**src/rtl/flash_stat_pkg.sv**
```systemverilog
package flash_stat_pkg;

    localparam int DW = 8;

    typedef enum logic [1:0] {
        PH_IDLE   = 2'd0,
        PH_BUSY   = 2'd1,
        PH_SETTLE = 2'd2
    } phase_e;

    typedef struct packed {
        logic          erase;
        logic [DW-1:0] target;
    } op_t;

    localparam logic [DW-3:0] BUSY_FILL   = '1;
    localparam logic [DW-2:0] SETTLE_FILL = '1;

    function automatic logic [DW-1:0] busy_word(input op_t op, input logic tog);
        logic flag;
        flag = op.erase ? 1'b0 : ~op.target[DW-1];
        return {flag, tog, BUSY_FILL};
    endfunction

    function automatic logic [DW-1:0] settle_word(input op_t op);
        logic flag;
        flag = op.erase ? 1'b1 : op.target[DW-1];
        return {flag, SETTLE_FILL};
    endfunction

endpackage

```
**src/rtl/flash_stat_seq.sv**
```systemverilog
module flash_stat_seq
    import flash_stat_pkg::*;
#(
    parameter int PROG_CYCLES   = 20,
    parameter int ERASE_CYCLES  = 60,
    parameter int SETTLE_CYCLES = 10
) (
    input  logic          clk,
    input  logic          rst,
    input  logic          start_i,
    input  logic          erase_i,
    input  logic [DW-1:0] target_i,
    output phase_e        phase_o,
    output op_t           op_o,
    output logic          accept_o
);
    localparam int MAXC = (PROG_CYCLES > ERASE_CYCLES)
                        ? ((PROG_CYCLES > SETTLE_CYCLES) ? PROG_CYCLES : SETTLE_CYCLES)
                        : ((ERASE_CYCLES > SETTLE_CYCLES) ? ERASE_CYCLES : SETTLE_CYCLES);
    localparam int CW = $clog2(MAXC + 1);
    localparam logic [CW-1:0] P_LOAD = CW'(PROG_CYCLES - 1);
    localparam logic [CW-1:0] E_LOAD = CW'(ERASE_CYCLES - 1);
    localparam logic [CW-1:0] S_LOAD = CW'(SETTLE_CYCLES - 1);

    phase_e        phase_q;
    op_t           op_q;
    logic [CW-1:0] cnt_q;
    logic          accept;

    assign accept = start_i && (phase_q != PH_BUSY);

    always_ff @(posedge clk) begin
        if (rst) begin
            phase_q <= PH_IDLE;
            op_q    <= '0;
            cnt_q   <= '0;
        end else if (accept) begin
            phase_q   <= PH_BUSY;
            op_q.erase  <= erase_i;
            op_q.target <= target_i;
            cnt_q     <= erase_i ? E_LOAD : P_LOAD;
        end else begin
            case (phase_q)
                PH_BUSY: begin
                    if (cnt_q == '0) begin
                        phase_q <= PH_SETTLE;
                        cnt_q   <= S_LOAD;
                    end else begin
                        cnt_q <= cnt_q - 1'b1;
                    end
                end
                PH_SETTLE: begin
                    if (cnt_q == '0) begin
                        phase_q <= PH_IDLE;
                    end else begin
                        cnt_q <= cnt_q - 1'b1;
                    end
                end
                default: ;
            endcase
        end
    end

    assign phase_o  = phase_q;
    assign op_o     = op_q;
    assign accept_o = accept;


    busy_countdown_chk: assert property (@(posedge clk) disable iff (rst)
        (phase_q == PH_BUSY && cnt_q != '0) |=>
        (phase_q == PH_BUSY && cnt_q == $past(cnt_q) - 1'b1));


    op_hold_chk: assert property (@(posedge clk) disable iff (rst)
        (phase_q == PH_BUSY) |=> $stable(op_q));


    settle_entry_chk: assert property (@(posedge clk) disable iff (rst)
        (phase_q == PH_BUSY && cnt_q == '0) |=> (phase_q == PH_SETTLE));

endmodule

```
**src/rtl/flash_stat_toggle.sv**
```systemverilog
module flash_stat_toggle (
    input  logic clk,
    input  logic rst,
    input  logic clear_i,
    input  logic busy_i,
    input  logic strobe_i,
    input  logic valid_i,
    output logic tog_o
);
    logic strobe_q;
    logic tog_q;
    logic fall;

    assign fall = strobe_q && !strobe_i;

    always_ff @(posedge clk) begin
        if (rst) begin
            strobe_q <= 1'b0;
            tog_q    <= 1'b0;
        end else begin
            strobe_q <= strobe_i;
            if (clear_i) begin
                tog_q <= 1'b0;
            end else if (fall && busy_i && valid_i) begin
                tog_q <= ~tog_q;
            end
        end
    end

    assign tog_o = tog_q;


    invalid_no_toggle_chk: assert property (@(posedge clk) disable iff (rst)
        (!valid_i && !clear_i) |=> $stable(tog_q));


    toggle_clear_chk: assert property (@(posedge clk) disable iff (rst)
        clear_i |=> !tog_q);

endmodule

```
**src/rtl/flash_stat_mux.sv**
```systemverilog
module flash_stat_mux
    import flash_stat_pkg::*;
(
    input  phase_e        phase_i,
    input  op_t           op_i,
    input  logic          tog_i,
    input  logic          valid_i,
    input  logic [DW-1:0] array_i,
    output logic [DW-1:0] data_o
);
    always_comb begin
        if (!valid_i) begin
            data_o = '0;
        end else begin
            case (phase_i)
                PH_BUSY:   data_o = busy_word(op_i, tog_i);
                PH_SETTLE: data_o = settle_word(op_i);
                default:   data_o = array_i;
            endcase
        end
    end
endmodule

```
**src/rtl/flash_stat_resp.sv**
```systemverilog
module flash_stat_resp
    import flash_stat_pkg::*;
#(
    parameter int PROG_CYCLES   = 20,
    parameter int ERASE_CYCLES  = 60,
    parameter int SETTLE_CYCLES = 10
) (
    input  logic       clk,
    input  logic       rst,
    input  logic       start_i,
    input  logic       op_erase_i,
    input  logic [7:0] prog_byte_i,
    input  logic [7:0] array_data_i,
    input  logic       rd_strobe_i,
    input  logic       addr_valid_i,
    output logic [7:0] rd_data_o,
    output logic       busy_o
);
    phase_e phase;
    op_t    op;
    logic   accept;
    logic   tog;

    flash_stat_seq #(
        .PROG_CYCLES  (PROG_CYCLES),
        .ERASE_CYCLES (ERASE_CYCLES),
        .SETTLE_CYCLES(SETTLE_CYCLES)
    ) seq_i (
        .clk     (clk),
        .rst     (rst),
        .start_i (start_i),
        .erase_i (op_erase_i),
        .target_i(prog_byte_i),
        .phase_o (phase),
        .op_o    (op),
        .accept_o(accept)
    );

    flash_stat_toggle tog_i (
        .clk     (clk),
        .rst     (rst),
        .clear_i (accept),
        .busy_i  (phase == PH_BUSY),
        .strobe_i(rd_strobe_i),
        .valid_i (addr_valid_i),
        .tog_o   (tog)
    );

    flash_stat_mux mux_i (
        .phase_i(phase),
        .op_i   (op),
        .tog_i  (tog),
        .valid_i(addr_valid_i),
        .array_i(array_data_i),
        .data_o (rd_data_o)
    );

    assign busy_o = (phase == PH_BUSY);


    busy_needs_start_chk: assert property (@(posedge clk) disable iff (rst)
        $rose(busy_o) |-> $past(start_i));


    settle_fill_chk: assert property (@(posedge clk) disable iff (rst)
        ($fell(busy_o) && addr_valid_i) |-> (rd_data_o[6:0] == 7'h7F));

endmodule

```
**config.mk**
```make
export PLATFORM = sky130hd
export DESIGN_NAME = flash_stat_resp
export DESIGN_NICKNAME = d
export VERILOG_FILES = /design/src/rtl/flash_stat_pkg.sv /design/src/rtl/flash_stat_seq.sv /design/src/rtl/flash_stat_toggle.sv /design/src/rtl/flash_stat_mux.sv /design/src/rtl/flash_stat_resp.sv
export SDC_FILE = /design/constraint.sdc
export NUM_CORES = 1
export LEC_CHECK = 0
export BUFFER_PORTS_ARGS = -buffer_cell sky130_fd_sc_hd__buf_2
export CAP_MARGIN = 15
export CORE_MARGIN = 1
export CORE_UTILIZATION = 56
export CTS_BUF_LIST = sky130_fd_sc_hd__clkbuf_16
export CTS_CLUSTER_SIZE = 14
export DETAILED_ROUTE_END_ITERATION = 6
export PLACE_DENSITY = 0.84
export REMOVE_ABC_BUFFERS = 1
export SKIP_LAST_GASP = 1
export SLEW_MARGIN = 5
export SYNTH_ARGS = -nofsm -noshare
export SYNTH_HDL_FRONTEND = slang
export SYNTH_HIERARCHICAL = 1
export SYNTH_SLANG_ARGS = --single-unit
```
**constraint.sdc**
```tcl
create_clock -name clk -period 4.2 [get_ports clk]
set_input_delay 0.84 -clock clk [delete_from_list [all_inputs] [get_ports clk]]
set_output_delay 0.84 -clock clk [all_outputs]
set_load 0.02 [all_outputs]
```
==> impl_results.md <==
* Full die area at 1870 sq um
* Final Net Count at 163
* Die height at 43.2 um
* CP endpoint kind: output pin
* RSZ-0062 raised after global routing: no
* Total track usage at 25.6%
* TritonCTS Buffers at 3
* First-pass detailed-route iteration total at 4
* Most common cell after layout, fill and taps aside: buf_2
* First-pass GRT wire length at 3.58 mm
* Clock Power Share at 37.2%
* Switch share at 32.4%
* LEAKAGE at 0.505 nW
* Fin Clk Skew at 0.00624 ns
* # DRC at 0
* Cell count after synthesis at 116
* Grt ovf at 0
* Worst-Margin Slew at 0.562 ns
* Req. time, crit path at 3.36 ns
* WHS Endpoint: seq_i/op_o[8]$_SDFFE_PP0P_
* Max-slew violations at 0
* FF-to-FF setup slack at 2.48 ns
* Site row count at 14
* # clock sinks at 12
* Synth warnings at 6
* Register share of total power at 31.4%
* Power per cell area at 413 nW/um^2
* Outcome: finished clean
* Detailed Route Iter0 Violations at 26
* Final Util at 73.1%
* H-tree depth at 1
* Area Growth Syn to Fin at 18.4%
* Max-cap violations at 0
* Startpoint types: flip-flop
* Fin crit share at 66.6%
* CP max FO at 12
* Diode count at 0
* Worst path max stage delay at 0.60 ns
* Comb pwr share at 31.4%
* Critical-path top delay cell: dfxtp_1
* Crit path kind: flip-flop to output pin
* Post-CTS setup buffers at 0
* DP Area at 1050 sq um
* FF-to-FF End: tog_i/tog_o$_SDFFE_PP0P_
* Via/cell ratio at 5.93
* Largest net degree at the start of global routing at 17
* Worst vdd ir at 0.373 mV
* Initial core utilization at 61.8%
* Crit path cell chain: inv_1 > ha_1 > a211o_1 > and3_1 > buf_2
* Area of the core at 1540 sq um
* Internal power at 0.315 mW
* Die width at 43.2 um
* DR WL/cell at 14.0 um
* IO Pins at 31
* Maximum clock rate at 357 MHz
* Clock transition at path regs at 0.05 ns
* TNS Setup at 0 ns
* TritonCTS clock tree: built
* Psw at 0.151 mW
* Layout cells sized above 1 at 25.7%
* HP Start: seq_i/op_o[8]$_SDFFE_PP0P_
* Cells after DPL at 148
* Initial antenna violation count at 0
* Setup violators final at 0
* Clk buf depth at 2
* Top Family by Delay on Critical Path: flip-flops
* Most frequent cells in the layout: buf_2, dfxtp_1, inv_1
* R2R depth at 5
* Number of global-route vias before repair at 827
* Aggregate routed wire length at 2.14 mm
* CTS Root Buffer Type: clkbuf_16
* Worst hold stages at 2
* Synthesized cell area at 952 sq um
* Worst hold path type: flip-flop to flip-flop
* WP data arrival at 1.96 ns
* Final Hold Viols at 0
* Port bufs at 23
* Buf/Inv on CP at 2
* Reg2reg start: seq_i/phase_o[1]$_SDFFE_PP0P_
* Syn Area/Cell at 8.21 sq um
* Final instance area at 1130 sq um
* Overall Power at 0.465 mW
* Vias post-DR at 902
* Fin crit period at 2.80 ns
* Post-route ant nets at 0
* HPWL after DPL at 1.59 mm
* Hold_buf cts at 0
* Post-CTS sizing at 0
* Slew margin rel. at 62.5%
* Routability cong. at 0.830
* Finished Layout Cells at 152
* Worst skew pair latency at 0.24 ns
==> final cells by class <==
class                      instances  area, sq um
timing repair buffer              23          115
sequential                        12          240
fill                             120          414
multi-input combinational         86          632
clock inverter                     1         3.75
inverter                          11         41.3
tap                               16         20.0
clock buffer                       3         75.1
==> power by group through the flow <==
| stage | registers [mW] | logic [mW] | clock network (mW) |
|---|---|---|---|
| after global placement | 0.147 | 0.139 | 0 |
| after CTS | 0.146 | 0.146 | 0.177 |
| after global routing | 0.148 | 0.161 | 0.184 |
| after floorplan | 0.142 | 0.110 | 0 |
| final | 0.146 | 0.146 | 0.173 |
| after detailed placement | 0.148 | 0.145 | 0 |
==> worst reg2reg max path: cells and delay by family (launching register included) <==
kind	cells	cell delay [ns]
multiplexers	1	0.29
buffers and inverters	1	0.16
flip-flops	1	0.67
AND/OR/NAND/NOR	3	0.49
==> per-stage QoR <==
step | hold slack [ns] | setup slack (ns)
after floorplan | 0.444 | 1.87
after global placement | 0.464 | 1.70
after detailed placement | 0.470 | 1.65
after CTS | 0.477 | 1.40
after global routing | 0.510 | 1.30
final | 0.480 | 1.40
==> metal layers <==
metal  up-vias  wire length, um  GRT usage (%)
met5         -                0              0
met4         0                9           7.88
met3         2               99           7.66
met2        22             1020           38.5
met1       419             1010           34.8
li1        459                -              -
==> worst max-delay path by stage <==
stage / startpoint / end / slack (ns) / depth (start not counted)
5_1_grt: seq_i/phase_o[0]$_SDFFE_PP0P_ / rd_data_o[6] / 1.30 / 5
3_5_place_dp: seq_i/phase_o[1]$_SDFFE_PP0P_ / rd_data_o[6] / 1.65 / 4
6_report: seq_i/phase_o[0]$_SDFFE_PP0P_ / rd_data_o[6] / 1.40 / 5
4_1_cts: seq_i/phase_o[0]$_SDFFE_PP0P_ / rd_data_o[6] / 1.40 / 5
3_3_place_gp: seq_i/phase_o[0]$_SDFFE_PP0P_ / rd_data_o[6] / 1.70 / 5
2_1_floorplan: seq_i/phase_o[0]$_SDFFE_PP0P_ / rd_data_o[0] / 1.87 / 3
==> state kept, by name (all words and copies together) (netlist names) <==
name,count
tog_i/tog_o,1
seq_i/phase_o,2
seq_i/cnt_q,6
tog_i/strobe_q,1
seq_i/op_o,2
Note: power is estimated with default switching activity, not from simulation.
